**src/rtl/psw_pkg.sv**
```systemverilog
package psw_pkg;

    // bit 0: desired reference passed, bit 1: self-interference reference passed
    typedef enum logic [1:0] {
        PICK_NONE = 2'b00,
        PICK_DES  = 2'b01,
        PICK_SELF = 2'b10,
        PICK_BOTH = 2'b11
    } pick_e;

endpackage

```
**src/rtl/psw_classify.sv**
```systemverilog
module psw_classify
    import psw_pkg::*;
#(
    parameter int IDX_W = 12
) (
    input  logic [IDX_W-1:0] des_idx,
    input  logic             des_pass,
    input  logic [IDX_W-1:0] si_idx,
    input  logic             si_pass,
    output pick_e            pick,
    output logic [IDX_W-1:0] des_sel,
    output logic [IDX_W-1:0] si_sel,
    output logic             accept
);

    always_comb begin
        pick    = pick_e'({si_pass, des_pass});
        des_sel = des_idx;
        si_sel  = si_idx;
        accept  = 1'b1;
        unique case (pick)
            PICK_BOTH: begin
                des_sel = des_idx;
                si_sel  = si_idx;
            end
            PICK_DES: begin
                des_sel = des_idx;
                si_sel  = des_idx;
            end
            PICK_SELF: begin
                des_sel = si_idx;
                si_sel  = si_idx;
            end
            default: begin
                accept = 1'b0;
            end
        endcase
    end

endmodule

```
**src/rtl/psw_timing_reg.sv**
```systemverilog
module psw_timing_reg #(
    parameter int IDX_W = 12
) (
    input  logic             clk,
    input  logic             rst_n,
    input  logic             res_valid,
    input  logic             accept,
    input  logic             des_pass,
    input  logic             si_pass,
    input  logic [IDX_W-1:0] des_sel,
    input  logic [IDX_W-1:0] si_sel,
    output logic [IDX_W-1:0] des_timing,
    output logic [IDX_W-1:0] si_timing
);

    typedef struct packed {
        logic [IDX_W-1:0] des;
        logic [IDX_W-1:0] si;
    } tim_t;

    tim_t tim_d, tim_q;

    always_comb begin
        tim_d = tim_q;
        if (res_valid && accept) begin
            tim_d.des = des_sel;
            tim_d.si  = si_sel;
        end
    end

    always_ff @(posedge clk) begin
        if (!rst_n) tim_q <= '0;
        else        tim_q <= tim_d;
    end

    assign des_timing = tim_q.des;
    assign si_timing  = tim_q.si;

    // a strobe where both flags fail leaves the stored timings untouched
    assert_hold_on_fail_R4: assert property (@(posedge clk) disable iff (!rst_n)
        (res_valid && !des_pass && !si_pass) |=> ($stable(des_timing) && $stable(si_timing)));

    // without a strobe the timings never move
    assert_idle_hold_R9: assert property (@(posedge clk) disable iff (!rst_n)
        !res_valid |=> ($stable(des_timing) && $stable(si_timing)));

endmodule

```
**src/rtl/psw_status.sv**
```systemverilog
module psw_status
    import psw_pkg::*;
(
    input  logic       clk,
    input  logic       rst_n,
    input  logic       res_valid,
    input  logic       des_pass,
    input  logic       si_pass,
    input  pick_e      pick,
    input  logic       accept,
    output logic       locked,
    output logic       retry,
    output logic [1:0] case_code
);

    typedef struct packed {
        logic  locked;
        logic  retry;
        pick_e code;
    } stat_t;

    stat_t st_d, st_q;

    always_comb begin
        st_d       = st_q;
        st_d.retry = 1'b0;
        if (res_valid) begin
            st_d.code = pick;
            if (accept) st_d.locked = 1'b1;
            else        st_d.retry  = 1'b1;
        end
    end

    always_ff @(posedge clk) begin
        if (!rst_n) st_q <= '{locked: 1'b0, retry: 1'b0, code: PICK_NONE};
        else        st_q <= st_d;
    end

    assign locked    = st_q.locked;
    assign retry     = st_q.retry;
    assign case_code = st_q.code;

    // a retry cycle is always preceded by a failing strobe
    assert_retry_cause_R5: assert property (@(posedge clk) disable iff (!rst_n)
        retry |-> $past(res_valid && !des_pass && !si_pass));

    // a failing strobe always yields a retry cycle
    assert_retry_issued_R5: assert property (@(posedge clk) disable iff (!rst_n)
        (res_valid && !des_pass && !si_pass) |=> retry);

    // once locked, the flag stays up until reset
    assert_lock_sticky_R6: assert property (@(posedge clk) disable iff (!rst_n)
        locked |=> locked);

    // the code follows the flags of each strobe
    assert_code_track_R7: assert property (@(posedge clk) disable iff (!rst_n)
        res_valid |=> (case_code == $past({si_pass, des_pass})));

endmodule

```
**src/rtl/psw_top.sv**
```systemverilog
module psw_top
    import psw_pkg::*;
#(
    parameter int IDX_W = 12
) (
    input  logic             clk,
    input  logic             rst_n,
    input  logic             res_valid,
    input  logic [IDX_W-1:0] des_idx,
    input  logic             des_pass,
    input  logic [IDX_W-1:0] si_idx,
    input  logic             si_pass,
    output logic [IDX_W-1:0] des_timing,
    output logic [IDX_W-1:0] si_timing,
    output logic             locked,
    output logic             retry,
    output logic [1:0]       case_code
);

    pick_e            pick;
    logic [IDX_W-1:0] des_sel;
    logic [IDX_W-1:0] si_sel;
    logic             accept;

    psw_classify #(.IDX_W(IDX_W)) u_classify (
        .des_idx  (des_idx),
        .des_pass (des_pass),
        .si_idx   (si_idx),
        .si_pass  (si_pass),
        .pick     (pick),
        .des_sel  (des_sel),
        .si_sel   (si_sel),
        .accept   (accept)
    );

    psw_timing_reg #(.IDX_W(IDX_W)) u_timing (
        .clk        (clk),
        .rst_n      (rst_n),
        .res_valid  (res_valid),
        .accept     (accept),
        .des_pass   (des_pass),
        .si_pass    (si_pass),
        .des_sel    (des_sel),
        .si_sel     (si_sel),
        .des_timing (des_timing),
        .si_timing  (si_timing)
    );

    psw_status u_status (
        .clk       (clk),
        .rst_n     (rst_n),
        .res_valid (res_valid),
        .des_pass  (des_pass),
        .si_pass   (si_pass),
        .pick      (pick),
        .accept    (accept),
        .locked    (locked),
        .retry     (retry),
        .case_code (case_code)
    );

    // both references qualify, each timing follows its own index
    assert_both_pass_R1: assert property (@(posedge clk) disable iff (!rst_n)
        (res_valid && des_pass && si_pass) |=>
            (des_timing == $past(des_idx) && si_timing == $past(si_idx)));

    // only the desired reference qualifies, its index goes to both
    assert_des_only_R2: assert property (@(posedge clk) disable iff (!rst_n)
        (res_valid && des_pass && !si_pass) |=>
            (des_timing == $past(des_idx) && si_timing == $past(des_idx)));

    // only the self-interference reference qualifies, its index goes to both
    assert_si_only_R3: assert property (@(posedge clk) disable iff (!rst_n)
        (res_valid && !des_pass && si_pass) |=>
            (des_timing == $past(si_idx) && si_timing == $past(si_idx)));

    // an accepted strobe always leaves the block locked
    assert_lock_set_R6: assert property (@(posedge clk) disable iff (!rst_n)
        (res_valid && (des_pass || si_pass)) |=> locked);

endmodule

```
**config.mk**
```make
export PLATFORM = sky130hd
export DESIGN_NAME = psw_top
export DESIGN_NICKNAME = d
export VERILOG_FILES = /design/src/rtl/psw_pkg.sv /design/src/rtl/psw_classify.sv /design/src/rtl/psw_timing_reg.sv /design/src/rtl/psw_status.sv /design/src/rtl/psw_top.sv
export SDC_FILE = /design/constraint.sdc
export NUM_CORES = 1
export LEC_CHECK = 0
export BUFFER_PORTS_ARGS = -buffer_cell sky130_fd_sc_hd__buf_2
export CAP_MARGIN = 20
export CORE_UTILIZATION = 40
export CTS_CLUSTER_SIZE = 40
export DETAILED_ROUTE_END_ITERATION = 12
export GPL_TIMING_DRIVEN = 0
export PLACE_DENSITY_LB_ADDON = 0.2
export REMOVE_ABC_BUFFERS = 1
export SYNTH_ARGS = -nofsm -noshare
export SYNTH_HDL_FRONTEND = slang
export SYNTH_SLANG_ARGS = --single-unit
```
**constraint.sdc**
```tcl
create_clock -name clk -period 0.92 [get_ports clk]
set_input_delay 0.184 -clock clk [delete_from_list [all_inputs] [get_ports clk]]
set_output_delay 0.184 -clock clk [all_outputs]
set_load 0.03 [all_outputs]
```
Word-level counts from Yosys, hierarchy flattened
Cells that the tools add are included.
{ "classes": {"n_reduce_logical": 4, "n_eq_ne": 3, "muxes": 4} }
{ "op_table": {"columns": ["cell", "count"], "rows": [
  ["$mux 12", 2],
  ["$eq 2x2->1 const B", 2],
  ["$reduce_and 2->1", 2],
  ["$reduce_or 3->1", 1],
  ["$eq 2x1->1 const B", 1],
  ["$mux 1", 2],
  ["$logic_and 1x1->1", 1]
]} }
{ "totals": {"out_inout_bits": 28, "wordCells": 16, "reg_bits": 28, "input_bits": 29} }

Depth between registers and ports, before layout
Gate-level depths: netlist of the first run.
{ "depth": {"word_depth": 4, "mapped_depth": 4, "depth_no_buf": 2} }

Hierarchy
From an unflattened synthesis of the first run, not the netlist that was laid out.
{ "hier_totals": {"hier_cells": 152, "area_unflattened_um2": 1554.0} }
{ "by_module_without_submodules": {"columns": ["mod", "instances", "cells_each", "area_per_inst_um2", "seq_area_each_um2"], "rows": [
  ["psw_timing_reg", 1, 110, 1008.5, 480.5],
  ["psw_classify", 1, 31, 411.6, 0.0],
  ["psw_status", 1, 11, 133.9, 80.1]
]} }

Worst setup path after synthesis of the first run
OpenSTA, ideal clock, no wires.
{ "synth_timing": {"path_kind": "in2reg", "from": "input rst_n", "to": "register u_timing.tim_q, in the netlist u_timing.des_timing[11]", "n_path_buf": 2, "setup_time_ns": 0.103, "t_arrival_ns": 0.832, "path_slack_ns": -0.014, "required_time_ns": 0.817, "stages": 4, "cell_sequence": "buf_2 > buf_2 > nand2_1 > a222oi_1"} }
{ "synth_lines": {"columns": ["element", "line_no", "rtl"], "rows": [
  ["from (decl)", "psw_top.sv:7", "input logic rst_n,"],
  ["to (signal assigned)", "psw_timing_reg.sv:33", "else tim_q <= tim_d;"],
  ["to (decl)", "psw_timing_reg.sv:21", "tim_t tim_d, tim_q;"]
]} }

Worst setup path after layout of the first run
{ "layout_timing": {"from": "register u_timing.tim_q, in the netlist u_timing.des_timing[8]", "to": "output des_timing[8]"} }
{ "layout_lines": {"columns": ["element", "line_no", "rtl"], "rows": [
  ["to (decl)", "psw_top.sv:13", "output logic [IDX_W-1:0] des_timing,"]
]} }
No word-level cell between the ends.

==> flow_summary.yaml, run 1 <==
setup_path:
  cp_data_arrival_time_ns: 0.82
  end_kind: "output pin"
  rrSetupSlack_ns: 0.03
  timing.rr.end: "u_timing.des_timing[6]$_SDFFE_PN0P_"
  path_depth: 1
  crit_family: "flip-flops"
  slowest_delay_ns: 0.37
  crit_slowest_cell: "dfxtp_2"
  critPathLaunchType: "flip-flop"
  endpoint: "des_timing[8]"
  path_class: "reg -> out"
  crit_buf_inv: 1
  cp_cell_sequence: "buf_6"
  crit_path_max_fanout: 2
  startpoint: "u_timing.des_timing[8]$_SDFFE_PN0P_"
  r2r_start: "u_timing.des_timing[6]$_SDFFE_PN0P_"
  crit_required_ns: 0.74
  reg2reg_depth: 4
timing:
  finalSetupViolations: 28
  max_freq_mhz: 1000
  finalHoldViolations: 0
  drv_slew: 0
  fin_ws_ns: -0.0803
  timing.setup.tns_ns: -1.92
  fin_crit_ns: 1.00
  slew_headroom: 0.713
  fin_skew_ns: 0
  period_share: 1.09
  rsz0062_at_grt: "yes"
  worst_pin_slew_ns: 0.428
placed_design:
  dp.final_hpwl_um: 1860
  placed_cells: 198
  place.gp.congestion: 0.759
  io_buffers: 56
floorplanning:
  die_y_um: 56.3
  ioPinCount: 57
  rows: 19
  core_um2: 2780
  die_x_um: 56.3
  start_util: 0.423
  dieArea_um2: 3160
synthesis:
  ys_seq_area_frac: 0.476
  syn_area_per_cell_um2: 9.57
  synthCells: 123
  synth.distinct_cells: 10
  yosysWarnings: 0
  yosys_register_bits: 28
  synth_area_um2: 1180
cells_and_area:
  final_cells: 209
  final_nets: 209
  syn_to_final_growth_pct: 52.0
  layout_commonest_cell: "buf_6"
  layout_common_cells: "buf_6 (30), dfxtp_2 (28), nor2b_1 (26), nand2_1 (25)"
  fillers: 248
  antennaDiodeCount: 0
  drive_gt1_frac: 0.551
global_route:
  grt_pass1_vias: 1153
  grt_usage: 0.207
  antenna_found_initial: 0
  grt_pass1_wl_um: 5110
  grt-ovfl-total: 0
  grt_max_degree: 33
detailed_routing:
  highest_layer: "met4"
  drtIter0Drc: 134
  wl_met2_um: 1560
  route.detailed.drc: 0
  viasPerCell: 5.87
  drtPass1Iterations: 8
  avgRoutedWirePerCell_um: 15.4
  wl_met1_um: 1370
  vias: 1227
  detail-route-antenna-nets: 0
  wl_met3_um: 267
  wirelength_um: 3220
power_and_ir_drop:
  leakagePower_nw: 0.788
  power.total_mw: 2.77
  peakVddDrop_mv: 1.01
  power.density_nw_per_um2: 1550
run:
  max_cap_violations: 0
clock_network:
  cts_hold_buf: 0
  cts_made_buffers: 3
  path_clk_slew_ns: 0.14
  h-tree-depth: 1
  insertion_delay_ns: 0.32
  cts_tree: "done"
  cts_sinks: 28
  cts-root-buf: "clkbuf_4"
  clockBufferDepth: 2
status:
  status: "complete, but fails checks"
  failed_checks: "negative setup slack"
worst_hold_path:
  min_path_type: "in -> reg"
[cell families (layout without fill, tap and decap cells)]
| group | after synthesis | in the layout | share of synthesized area |
|---|---|---|---|
| buf+inv | 12 | 66 | 0.0468 |
| flops | 28 | 28 | 0.476 |
| simple gates | 54 | 54 | 0.233 |
| compound gates | 27 | 28 | 0.227 |
| mux | 2 | 2 | 0.0170 |
[where the power goes]
| group | switching (mW) | internal [mW] |
|---|---|---|
| clock network | 0.340 | 0.153 |
| registers | 0.0774 | 1.35 |
| logic | 0.458 | 0.397 |
| total | 0.875 | 1.90 |
[state kept, by name (all words and copies together) (netlist names)]
register             count
u_timing.des_timing     12
u_timing.si_timing      12
u_status.case_code       2
u_status.locked          1
u_status.retry           1
[Yosys cell counts, drive strengths merged]
library cell | count | area [µm²]
o21a | 2 | 15.0
nand2 | 25 | 93.8
buf | 8 | 40.0
o211ai | 1 | 12.5
clkbuf | 4 | 15.0
nor2b | 28 | 175
nor3 | 1 | 5.00
mux2i | 2 | 20.0
dfxtp | 28 | 561
a222oi | 24 | 240
[through the flow]
stage	hold WS (ns)	util	cell area [µm²]	worst slack, ns
3_3_place_gp	0.441	0.518	1440	-0.941
3_5_place_dp	0.452	0.518	1440	-0.964
6_report	0.181	0.643	1790	-0.0803
5_1_grt	0.156	0.643	1790	-0.136
2_1_floorplan	0.260	-	1120	-0.160
4_1_cts	0.197	0.625	1740	-0.0903
[area by class of cell]
cell class / instances / area, µm² / area share
timing repair buffer: 63 / 526 / 0.294
clock buffer: 3 / 22.5 / 0.0126
sequential: 28 / 596 / 0.333
tap: 31 / 38.8 / 0.0217
multi-input combinational: 84 / 607 / 0.339
[how the worst min path moves through the flow]
stage | depth (start not counted) | slack, ns | to | start
finish | 3 | 0.18 | u_status.retry$_SDFF_PN0_ | rst_n
global route | 2 | 0.16 | u_status.locked$_SDFFE_PN0P_ | rst_n
CTS | 3 | 0.20 | u_timing.si_timing[6]$_SDFFE_PN0P_ | si_idx[6]
detailed placement | 1 | 0.45 | u_status.locked$_SDFFE_PN0P_ | u_status.locked$_SDFFE_PN0P_
global placement | 1 | 0.44 | u_status.locked$_SDFFE_PN0P_ | u_status.locked$_SDFFE_PN0P_
floorplan | 1 | 0.26 | u_status.retry$_SDFF_PN0_ | des_pass
[repair_timing]
item	CTS	global route
pin swaps	1	0
setup endpoints to repair	52	37
hold endpoints to repair	0	0
gates resized for setup	92	4
gates cloned	1	0
setup buffers	2	5
[layer usage]
layer / vias to the layer above / track usage
met5: - / 0
met4: 0 / 0.0627
met3: 2 / 0.0300
met2: 69 / 0.350
met1: 574 / 0.274
li1: 582 / -
(Power assumes the default switching activity.)
==> run 2, diff against run 1 <==
--- a/config.mk
+++ b/config.mk
@@ -7,12 +7,14 @@
 export LEC_CHECK = 0
 export BUFFER_PORTS_ARGS = -buffer_cell sky130_fd_sc_hd__buf_2
 export CAP_MARGIN = 20
+export CORE_ASPECT_RATIO = 0.9
 export CORE_UTILIZATION = 40
 export CTS_CLUSTER_SIZE = 40
 export DETAILED_ROUTE_END_ITERATION = 12
 export GPL_TIMING_DRIVEN = 0
 export PLACE_DENSITY_LB_ADDON = 0.2
 export REMOVE_ABC_BUFFERS = 1
+export SETUP_SLACK_MARGIN = 0.02
 export SYNTH_ARGS = -nofsm -noshare
 export SYNTH_HDL_FRONTEND = slang
 export SYNTH_SLANG_ARGS = --single-unit
==> run 2 against run 1 <==
The flow still finishes with violations (negative setup slack). Design area rose by 0.56%. Clock-buffer cell count is the same. Routed wire length rose by 4.9%. Non-clock buffer count is 1 lower. Critical endpoint is now des_timing[3]. Largest power group unchanged. Highest routed layer unchanged.
==> flow_summary.yaml, run 2 (synthesis gave the netlist of run 1 again) <==
setup_path:
  path_depth: 1
  crit_slowest_cell: "dfxtp_2"
  end_kind: "output pin"
  critPathLaunchType: "flip-flop"
  cp_cell_sequence: "buf_6"
  crit_buf_inv: 1
  slowest_delay_ns: 0.37
  crit_family: "flip-flops"
  crit_path_max_fanout: 2
  cp_data_arrival_time_ns: 0.82
  path_class: "reg -> out"
  crit_required_ns: 0.74
  reg2reg_depth: 3
floorplanning:
  die_y_um: 53.5
  die_x_um: 59.2
  core_um2: 2770
  dieArea_um2: 3160
  start_util: 0.425
  ioPinCount: 57
  rows: 18
detailed_routing:
  drtIter0Drc: 147
  avgRoutedWirePerCell_um: 15.6
  route.detailed.drc: 0
  detail-route-antenna-nets: 0
  viasPerCell: 5.59
  drtPass1Iterations: 7
  vias: 1213
  wirelength_um: 3380
clock_network:
  cts_hold_buf: 0
  cts_sinks: 28
  clockBufferDepth: 2
  cts_tree: "done"
  cts_made_buffers: 3
  insertion_delay_ns: 0.32
  cts-root-buf: "clkbuf_4"
  h-tree-depth: 1
  path_clk_slew_ns: 0.14
timing:
  rsz0062_at_grt: "yes"
  fin_ws_ns: -0.0821
  max_freq_mhz: 998
  finalSetupViolations: 28
  fin_skew_ns: 0
  worst_pin_slew_ns: 0.449
  drv_slew: 0
  fin_crit_ns: 1.00
  finalHoldViolations: 0
  period_share: 1.09
  slew_headroom: 0.699
power_and_ir_drop:
  power.density_nw_per_um2: 1540
  peakVddDrop_mv: 1.05
  power.total_mw: 2.78
  leakagePower_nw: 0.784
cells_and_area:
  final_nets: 208
  antennaDiodeCount: 0
  final_design_area_no_fill_um2: 1800
  layout_commonest_cell: "buf_6"
  syn_to_final_growth_pct: 52.8
  layout_common_cells: "buf_6 (31), dfxtp_2 (28), nor2b_1 (26)"
  fillers: 245
  drive_gt1_frac: 0.554
global_route:
  antenna_found_initial: 0
  grt_pass1_vias: 1136
  grt_usage: 0.221
  grt_pass1_wl_um: 5130
  grt-ovfl-total: 0
  grt_max_degree: 33
run:
  max_cap_violations: 0
placed_design:
  post_dp_cell_area_um2: 1450
  place.gp.congestion: 0.686
  dp.final_hpwl_um: 2030
  io_buffers: 56
status:
  status: "complete, but fails checks"
  failed_checks: "negative setup slack"
worst_hold_path:
  min_path_type: "in -> reg"
  holdPathStages: 2
[run 2: changes by cell type in the layout (fill, tap and decap cells not counted), sizes merged]
cell and delta:
buf -1
[run 2: power breakdown]
part	internal (mW)	switching, mW
Clock	0.153	0.348
Sequential	1.35	0.0762
Combinational	0.395	0.460
Total	1.89	0.884
[run 2: path summary, 6_finish.rpt]
| path | to | slack [ns] | startpoint |
|---|---|---|---|
| worst max register to register | u_timing.des_timing[0]$_SDFFE_PN0P_ | 0.07 | u_timing.des_timing[0]$_SDFFE_PN0P_ |
| worst min-delay path | u_status.locked$_SDFFE_PN0P_ | 0.18 | rst_n |
| worst min register to register | u_timing.si_timing[0]$_SDFFE_PN0P_ | 0.49 | u_timing.si_timing[0]$_SDFFE_PN0P_ |
| worst max-delay path | des_timing[3] | -0.08 | u_timing.des_timing[3]$_SDFFE_PN0P_ |
[run 2: layer usage]
| layer | up-vias | global-route usage | share of wire |
|---|---|---|---|
| li1 | 577 | - | - |
| met1 | 580 | 0.284 | 0.44 |
| met2 | 54 | 0.380 | 0.49 |
| met3 | 2 | 0.0293 | 0.064 |
| met4 | 0 | 0.0714 | 0.0044 |
| met5 | - | 0 | 0 |
[run 2: repair_timing]
item,4_1_cts,5_1_grt
hold endpoints to repair,0,0
endpoints found under the setup margin,52,50
gates resized for setup,92,6
pin swaps,1,1
setup buffers,2,4
cloned,1,0
[run 2: cell type report]
type                            count  area, µm²  area share
Multi-Input combinational cell     84        609       0.339
Sequential cell                    28        596       0.331
Timing Repair Buffer               62        522       0.290
Tap cell                           40       50.0      0.0278
Clock buffer                        3       22.5      0.0125
[run 2: metrics by stage]
stage                      util  setup TNS [ns]  worst slack [ns]  std cells  hold WS (ns)
final                     0.650           -2.01           -0.0821        217         0.184
after global routing      0.650           -3.29            -0.140        217         0.157
after CTS                 0.632           -2.34           -0.0948        213         0.190
after floorplan               -           -3.17            -0.160        111         0.260
after global placement    0.524          -22.53            -0.943        207         0.446
after detailed placement  0.524          -22.74            -0.979        207         0.456
==> run 3, diff against run 2 <==
--- a/config.mk
+++ b/config.mk
@@ -11,7 +11,6 @@
 export CORE_UTILIZATION = 40
 export CTS_CLUSTER_SIZE = 40
 export DETAILED_ROUTE_END_ITERATION = 12
-export GPL_TIMING_DRIVEN = 0
 export PLACE_DENSITY_LB_ADDON = 0.2
 export REMOVE_ABC_BUFFERS = 1
 export SETUP_SLACK_MARGIN = 0.02
==> run 3 against run 2 <==
The run still ends with negative setup slack left. Critical endpoint is now si_timing[8]. Via count grew 8.1%. Non-clock buffer count grew 16. Sequential share of layout area shrank 2.3 points. Critical path type unchanged. Combinational power grew 9.2%. Clock skew is the same. Core utilization grew 4.8 points. Largest cell class is now non-clock buffers.
==> flow_summary.yaml, run 3 (synthesis gave the netlist of run 1 again) <==
floorplanning:
  core_um2: 2770
  rows: 18
  die_y_um: 53.5
  start_util: 0.425
  die_x_um: 59.2
  ioPinCount: 57
  dieArea_um2: 3160
detailed_routing:
  avgRoutedWirePerCell_um: 15.5
  vias: 1311
  viasPerCell: 5.63
  detail-route-antenna-nets: 0
  route.detailed.drc: 0
  drtIter0Drc: 174
  drtPass1Iterations: 6
  wirelength_um: 3610
timing:
  fin_skew_ns: 0
  fin_ws_ns: -0.0953
  worst_pin_slew_ns: 0.554
  timing.setup.tns_ns: -2.29
  rsz0062_at_grt: "yes"
  period_share: 1.10
  whs_ns: 0.194
  max_freq_mhz: 985
  finalHoldViolations: 0
  finalSetupViolations: 28
  drv_slew: 0
  fin_crit_ns: 1.02
  slew_headroom: 0.629
cells_and_area:
  final_cells: 233
  seq_area_um2: 596
  multiInputGateArea_um2: 569
  antennaDiodeCount: 0
  layout_common_cells: "buf_6 (29), buf_2 (28), dfxtp_2 (28), nor2b_1 (26)"
  drive_gt1_frac: 0.591
  final_nets: 223
  syn_to_final_growth_pct: 64.2
  final_util: 0.698
  fillers: 226
  layout_commonest_cell: "buf_6"
power_and_ir_drop:
  leakagePower_nw: 0.873
  pwr-share-seq: 0.480
  power.density_nw_per_um2: 1530
  power_frac_clock: 0.205
  peakVddDrop_mv: 1.25
  swShare: 0.309
  internal_power_mw: 2.05
  share_comb_of_total_power: 0.315
  p_sw_uw: 916
placed_design:
  dp.final_hpwl_um: 2280
  place.gp.congestion: 0.723
  dp_slack_ns: -0.534
  placed_cells: 213
  io_buffers: 56
setup_path:
  r2r_start: "u_timing.si_timing[6]$_SDFFE_PN0P_"
  crit_family: "flip-flops"
  end_kind: "output pin"
  cp_cell_sequence: "buf_6"
  crit_required_ns: 0.74
  path_class: "reg -> out"
  crit_buf_inv: 1
  crit_path_max_fanout: 2
  crit_slowest_cell: "dfxtp_2"
  cp_data_arrival_time_ns: 0.83
  critPathLaunchType: "flip-flop"
  slowest_delay_ns: 0.37
  startpoint: "u_timing.si_timing[8]$_SDFFE_PN0P_"
global_route:
  grt_usage: 0.225
  grt_pass1_vias: 1147
  grt_pass1_wl_um: 5290
  grt_max_degree: 29
  antenna_found_initial: 0
  grt-ovfl-total: 0
clock_network:
  cts_tree: "done"
  path_clk_slew_ns: 0.15
  cts_sinks: 28
  insertion_delay_ns: 0.33
  clockBufferDepth: 2
  h-tree-depth: 1
  cts_made_buffers: 3
  cts_hold_buf: 0
  cts-root-buf: "clkbuf_4"
worst_hold_path:
  min_path_type: "in -> reg"
  min_from: "si_idx[4]"
status:
  failed_checks: "negative setup slack"
  status: "complete, but fails checks"
run:
  max_cap_violations: 0
[run 3: power groups by stage]
stage | combinational [mW] | sequential (mW) | clock (mW)
floorplan | 0.178 | 1.62 | 0
global placement | 0.684 | 1.40 | 0
detailed placement | 0.697 | 1.40 | 0
CTS | 0.862 | 1.42 | 0.619
global route | 0.994 | 1.43 | 0.674
finish | 0.934 | 1.42 | 0.607
[run 3: worst paths after layout]
kind	to	slack (ns)	cells past startpoint
worst max-delay path	si_timing[8]	-0.1	1
worst min-delay path	u_timing.si_timing[4]$_SDFFE_PN0P_	0.19	3
worst max register to register	u_timing.si_timing[6]$_SDFFE_PN0P_	0.03	2
worst min register to register	u_timing.des_timing[4]$_SDFFE_PN0P_	0.48	2
[run 3: repair_timing]
action,in CTS,in global routing
pin swaps,1,2
setup endpoints to repair,52,33
gates resized for setup,88,5
setup buffers,5,11
[run 3: area by class of cell]
class,instances,area share
clock buffer,4,0.0188
multi-input combinational,83,0.294
sequential,28,0.308
tap,40,0.0259
timing repair buffer,78,0.353
[run 3: through the flow]
step                      instance area, µm²  power, mW
after floorplan                         1120       1.80
after global placement                  1520       2.08
after detailed placement                1520       2.10
after CTS                               1820       2.90
after global routing                    1930       3.10
final                                   1930       2.96
[run 3: metal layers]
layer  track usage  vias up  wire length [µm]  part of all wire
li1              -      604                 -                 -
met1         0.293      644              1560              0.43
met2         0.363       59              1790              0.50
met3        0.0636        4               245             0.068
met4        0.0516        0                23            0.0064
met5             0        -                 0                 0
